### src/rtl/bsr_pkg.sv
package bsr_pkg;
  // Strobes from the control to the datapath
  typedef struct packed {
    logic clear;  // synchronous clear of all datapath state
    logic shift;  // advance one position this edge
  } bsrStrobe_t;
endpackage

### src/rtl/bsr_control.sv
module bsr_control
  import bsr_pkg::*;
(
  input  logic       clk,
  input  logic       rst,
  input  logic       stepReq,
  output bsrStrobe_t strobe
);
  logic stepPrev;

  always_ff @(posedge clk) begin
    if (rst) stepPrev <= 1'b0;
    else     stepPrev <= stepReq;
  end

  always_comb begin
    strobe.clear = rst;
    strobe.shift = !rst && stepReq && !stepPrev;
  end


  single_shift_chk: assert property (@(posedge clk) disable iff (rst)
    (strobe.shift && stepReq) |=> !strobe.shift);


  req_needed_chk: assert property (@(posedge clk) disable iff (rst)
    strobe.shift |-> stepReq);
endmodule

### src/rtl/bsr_datapath.sv
module bsr_datapath
  import bsr_pkg::*;
#(
  parameter int WIDTH      = 5,
  parameter bit SHIFT_LEFT = 1'b0
) (
  input  logic             clk,
  input  bsrStrobe_t       strobe,
  input  logic             serialIn,
  output logic [WIDTH-1:0] wordQ,
  output logic             unloadQ
);
  localparam int MSB = WIDTH - 1;

  logic [WIDTH-1:0] wordNext;
  logic             exitBit;

  generate
    if (SHIFT_LEFT) begin : g_left
      always_comb begin
        wordNext = {wordQ[MSB-1:0], serialIn};
        exitBit  = wordQ[MSB];
      end

      left_move_chk: assert property (@(posedge clk) disable iff (strobe.clear)
        strobe.shift |=> (wordQ[MSB:1] == $past(wordQ[MSB-1:0]))
                         && (unloadQ == $past(wordQ[MSB]))
                         && (wordQ[0] == $past(serialIn)));
    end else begin : g_right
      always_comb begin
        wordNext = {serialIn, wordQ[MSB:1]};
        exitBit  = wordQ[0];
      end

      right_move_chk: assert property (@(posedge clk) disable iff (strobe.clear)
        strobe.shift |=> (wordQ[MSB-1:0] == $past(wordQ[MSB:1]))
                         && (unloadQ == $past(wordQ[0]))
                         && (wordQ[MSB] == $past(serialIn)));
    end
  endgenerate

  always_ff @(posedge clk) begin
    if (strobe.clear) begin
      wordQ   <= '0;
      unloadQ <= 1'b0;
    end else if (strobe.shift) begin
      wordQ   <= wordNext;
      unloadQ <= exitBit;
    end
  end


  hold_state_chk: assert property (@(posedge clk) disable iff (strobe.clear)
    !strobe.shift |=> $stable(wordQ) && $stable(unloadQ));


  reset_clear_chk: assert property (@(posedge clk)
    strobe.clear |=> (wordQ == '0) && !unloadQ);
endmodule

### src/rtl/edge_bit_shifter.sv
module edge_bit_shifter
  import bsr_pkg::*;
#(
  parameter int WIDTH      = 5,
  parameter bit SHIFT_LEFT = 1'b0
) (
  input  logic             clk,
  input  logic             rst,
  input  logic             stepReq,
  input  logic             serialIn,
  output logic [WIDTH-1:0] parWord,
  output logic             unloadBit
);
  bsrStrobe_t strobe;

  bsr_control u_control (
    .clk     (clk),
    .rst     (rst),
    .stepReq (stepReq),
    .strobe  (strobe)
  );

  bsr_datapath #(
    .WIDTH      (WIDTH),
    .SHIFT_LEFT (SHIFT_LEFT)
  ) u_datapath (
    .clk      (clk),
    .strobe   (strobe),
    .serialIn (serialIn),
    .wordQ    (parWord),
    .unloadQ  (unloadBit)
  );
endmodule

### config.mk
export PLATFORM = sky130hd
export DESIGN_NAME = edge_bit_shifter
export DESIGN_NICKNAME = d
export VERILOG_FILES = /design/src/rtl/bsr_pkg.sv /design/src/rtl/bsr_control.sv /design/src/rtl/bsr_datapath.sv /design/src/rtl/edge_bit_shifter.sv
export SDC_FILE = /design/constraint.sdc
export NUM_CORES = 1
export LEC_CHECK = 0
export CAP_MARGIN = 20
export CORE_AREA = 2 2 39 41
export CTS_BUF_LIST = sky130_fd_sc_hd__clkbuf_8
export CTS_CLUSTER_SIZE = 16
export DETAILED_ROUTE_END_ITERATION = 8
export DIE_AREA = 0 0 41 43
export HOLD_SLACK_MARGIN = 0.12
export PLACE_DENSITY_LB_ADDON = 0.08
export SYNTH_ARGS = -nofsm -noshare
export SYNTH_HDL_FRONTEND = slang
export SYNTH_SLANG_ARGS = --single-unit
### constraint.sdc
create_clock -name clk -period 0.8 [get_ports clk]
set_input_delay 0.08 -clock clk [delete_from_list [all_inputs] [get_ports clk]]
set_output_delay 0.08 -clock clk [all_outputs]
set_load 0.1 [all_outputs]
**After elaboration in Yosys (flattened, before gate mapping)**

Cells that the tools add are included.

- Output and inout port bits: 6
- Logic and storage cells: 7
- Flip-flop bits (word level): 7
- Bits of input ports: 4

- Reductions and logical operators: 4

Operator list:

| cell | count |
|---|---|
| $logic_and A1 B1 Y1 | 2 |
| $logic_not A1 Y1 | 2 |

**Longest topological paths before layout**

- Word-level depth: 3
- Depth in mapped cells: 2
- Mapped depth without buffers: 2

**Hierarchy**

A second synthesis with hierarchy kept.

- Cell total of the unflattened synthesis: 23
- Area, all modules: 260.2 um2

Modules (own cells, without submodules):

| module | cells each | times used | area each (um2) |
|---|---|---|---|
| bsr_datapath | 19 | 1 | 214.0 |
| bsr_control | 4 | 1 | 46.3 |

**Least setup slack after synthesis**

Ideal clock, no wire load.

- Path type: register -> register
- From: reg u_datapath.wordQ[1]
- To: reg u_datapath.wordQ[0]
- Arrival: 1.210 ns
- Clock period less this slack: 1.283 ns
- Path buffers: 0
- Slack: -0.483 ns
- Cell stages (with the launch flop): 3
- Path through: dfxtp_1 -> nand2b_1 -> mux2i_1

RTL lines:

| item | RTL line | source |
|---|---|---|
| start: declaration | bsr_datapath.sv:10 | `output logic [WIDTH-1:0] wordQ,` |
| start signal: assignment | bsr_datapath.sv:47 | `wordQ <= wordNext;` |

**Final worst setup path**

- From: reg u_control.stepPrev
- To: reg u_datapath.wordQ[0]

- Word-level cells in the longest chain between the ends: 2

RTL lines:

| item | RTL line | source |
|---|---|---|
| start: declaration | bsr_control.sv:9 | `logic stepPrev;` |
| start signal: assignment | bsr_control.sv:13 | `else stepPrev <= stepReq;` |
| $logic_not A1 Y1 | bsr_control.sv:18 | `strobe.shift = !rst && stepReq && !stepPrev;` |
| $logic_and A1 B1 Y1 | bsr_control.sv:18 |  |

No other way between the ends.
A chain may end at the register's enable or synchronous reset.

==> flow_summary.toml <==
[run_status]
status = "finished, violations left"
violations = "negative setup slack"

[layout]
final_nets = 42
regArea_um2 = 164
final_area_um2 = 517
n_fill_cell = 131
antenna_cells = 0
drive_gt1_frac = 0.514
final_cell_mix = "nand2b_1, buf_12, dfxtp_4, mux2i_1, clkbuf_8"
multi_input_area_um2 = 129
stdcell_count = 53
area_growth_pct = 93.9

[detailed_routing]
drt-pass1-iter-count = 2
wl_per_cell_um = 10.7
drt-total-wl_um = 566
drt_iter0_drc = 1
vias = 207
drc_errors = 0
ant_nets = 0
vias_per_cell = 3.91

[power_and_ir_drop]
seqPwrFrac = 0.370
clkPwrFrac = 0.508
switching_share = 0.229
p_comb_frac = 0.121
leakage_nw = 0.217
power_density_nw_per_um2 = 1830
p_int_mw = 0.728
switchingPower_mw = 0.217
peakVddDrop_mv = 0.727
power_mw = 0.945

[yosys]
ys_seq_area_frac = 0.526
synthDistinctLibCells = 7
ys_warn_count = 0
netlist_area_um2 = 267
ys_seq_elements = 7
synth.net_count = 27
synthCells = 23
synthTopCellsByArea = "dfxtp_1, mux2i_1, nand2b_1"
avgSynthCellArea_um2 = 11.6
yosysTopAreaCellShare = 0.526
yosysTopAreaCell = "dfxtp_1"

[critical_path]
crit_path_top_delay_cell = "dfxtp_2"
worst_r2r_startpoint = "u_control.stepPrev$_SDFF_PP0_"
max_stage_delay_ns = 0.31
path_class = "flip-flop to flip-flop"
arrival_ns = 0.97
worstPathMaxFanout = 3
reg2regPathDepth = 2
path_cells = "and2b_4 -> mux2i_1"
worst-path-stages = 2
setup.worst_path.end = "u_datapath.wordQ[0]$_SDFFE_PP0P_"
end_kind = "flip-flop"
cpLargestDelayFamily = "flip-flops"
regToRegEndpoint = "u_datapath.wordQ[0]$_SDFFE_PP0P_"
worst_setup_path_start_kind = "flip-flop"
critPathRequiredTime_ns = 0.94
cp_num_buf_inv = 0
r2r_slack_ns = -0.03
startpoint = "u_control.stepPrev$_SDFF_PP0_"

[cts]
cts_buffer_depth = 2
cts_sinks = 7
htreeDepth = 1
cts_tree = "built"
clockRootBuffer = "clkbuf_8"
clk_pin_slew_ns = 0.04
cts-buffers-inserted = 3
clock_latency_ns = 0.22

[global_routing]
first_global_vias = 225
grt_pass1_wl_um = 897
overflow = 0
grt_start_max_net_pins = 9
grt_util_all_layers = 0.0775
antenna_found_initial = 0

[sta]
finalHoldViolCount = 0
layout_min_cycle_time_ns = 0.827
setup_ws_ns = -0.0266
max_freq_ghz = 1.21
finalSetupTns_ns = -0.162
rsz0062_at_grt = "true"
fin_skew_ns = 0.000594
final_max_slew_viol_count = 0
setup_viol = 8
tightest_slew_ns = 0.222
period_share = 1.03
relSlewSlack = 0.852

[floorplanning]
num_rows = 14
initial_core_util = 0.193
dieArea_um2 = 1760
die_w_um = 41
core-area_um2 = 1380
dieHeight_um = 43
boundaryPins = 10

[placement]
place.gp.congestion = 0.620
placed_cells = 48
placed_cell_area_um2 = 459
port-buffer-count = 9

[run]
maxCapViolCount = 0

[worst_hold_path]
hp-class = "input pin to flip-flop"
timing repair:
item,in CTS,in global routing
endpoints found under the setup margin,12,11
gates resized for setup,2,2
hold buffers,0,0
pin swaps,0,0
buffers inserted,1,0
worst min-delay path by stage:
stage	slack [ns]	from	depth (start not counted)	endpoint
after global placement	0.50	u_datapath.unloadQ$_SDFFE_PP0P_	2	u_datapath.unloadQ$_SDFFE_PP0P_
final	0.21	stepReq	2	u_control.stepPrev$_SDFF_PP0_
after global routing	0.22	stepReq	2	u_control.stepPrev$_SDFF_PP0_
after CTS	0.31	rst	2	u_control.stepPrev$_SDFF_PP0_
after floorplan	0.15	rst	1	u_control.stepPrev$_SDFF_PP0_
after detailed placement	0.49	u_datapath.unloadQ$_SDFFE_PP0P_	2	u_datapath.unloadQ$_SDFFE_PP0P_
layer usage:
| layer | share of wire | GRT usage | vias up |
|---|---|---|---|
| met5 | 0 | 0 | - |
| met4 | 0 | 0.0600 | 0 |
| met3 | 0.049 | 0.0157 | 0 |
| met2 | 0.50 | 0.106 | 7 |
| met1 | 0.45 | 0.101 | 93 |
| li1 | - | - | 107 |
sequential cells by signal (all words and copies together), names as in the netlist:
name,cells
u_datapath.wordQ,5
u_control.stepPrev,1
u_datapath.unloadQ,1
power groups by stage:
stage | registers [mW] | logic (mW) | clock network (mW)
after floorplan | 0.391 | 0.0312 | 0
after global placement | 0.355 | 0.115 | 0
after CTS | 0.350 | 0.115 | 0.488
final | 0.350 | 0.115 | 0.480
after global routing | 0.350 | 0.121 | 0.515
after detailed placement | 0.355 | 0.116 | 0
cell families after synthesis:
family,synth area share
and+or+nand+nor,0.268
DFF,0.526
AOI/OAI and AO/OA,0.0188
muxes,0.188
layout make-up:
| type | instances | area share |
|---|---|---|
| repair buffers | 10 | 0.308 |
| multi-input cells | 16 | 0.249 |
| well taps | 16 | 0.0387 |
| clock inverters | 1 | 0.00726 |
| clock buffers | 3 | 0.0799 |
| flip-flops and latches | 7 | 0.317 |
synthesized netlist by cell type, drive strengths merged:
| master | n |
|---|---|
| nor2b | 1 |
| nand2b | 7 |
| dfxtp | 7 |
| nand4bb | 1 |
| o21ai | 1 |
| mux2i | 5 |
| and2b | 1 |
per-stage QoR:
step	worst slack (ns)	util	hold WS [ns]
after floorplan	-0.00948	-	0.152
after global routing	-0.0659	0.373	0.220
after CTS	-0.0326	0.370	0.308
after global placement	-0.246	0.332	0.503
final	-0.0266	0.373	0.206
after detailed placement	-0.267	0.332	0.493
No activity file was read; power rests on OpenSTA's default activity.
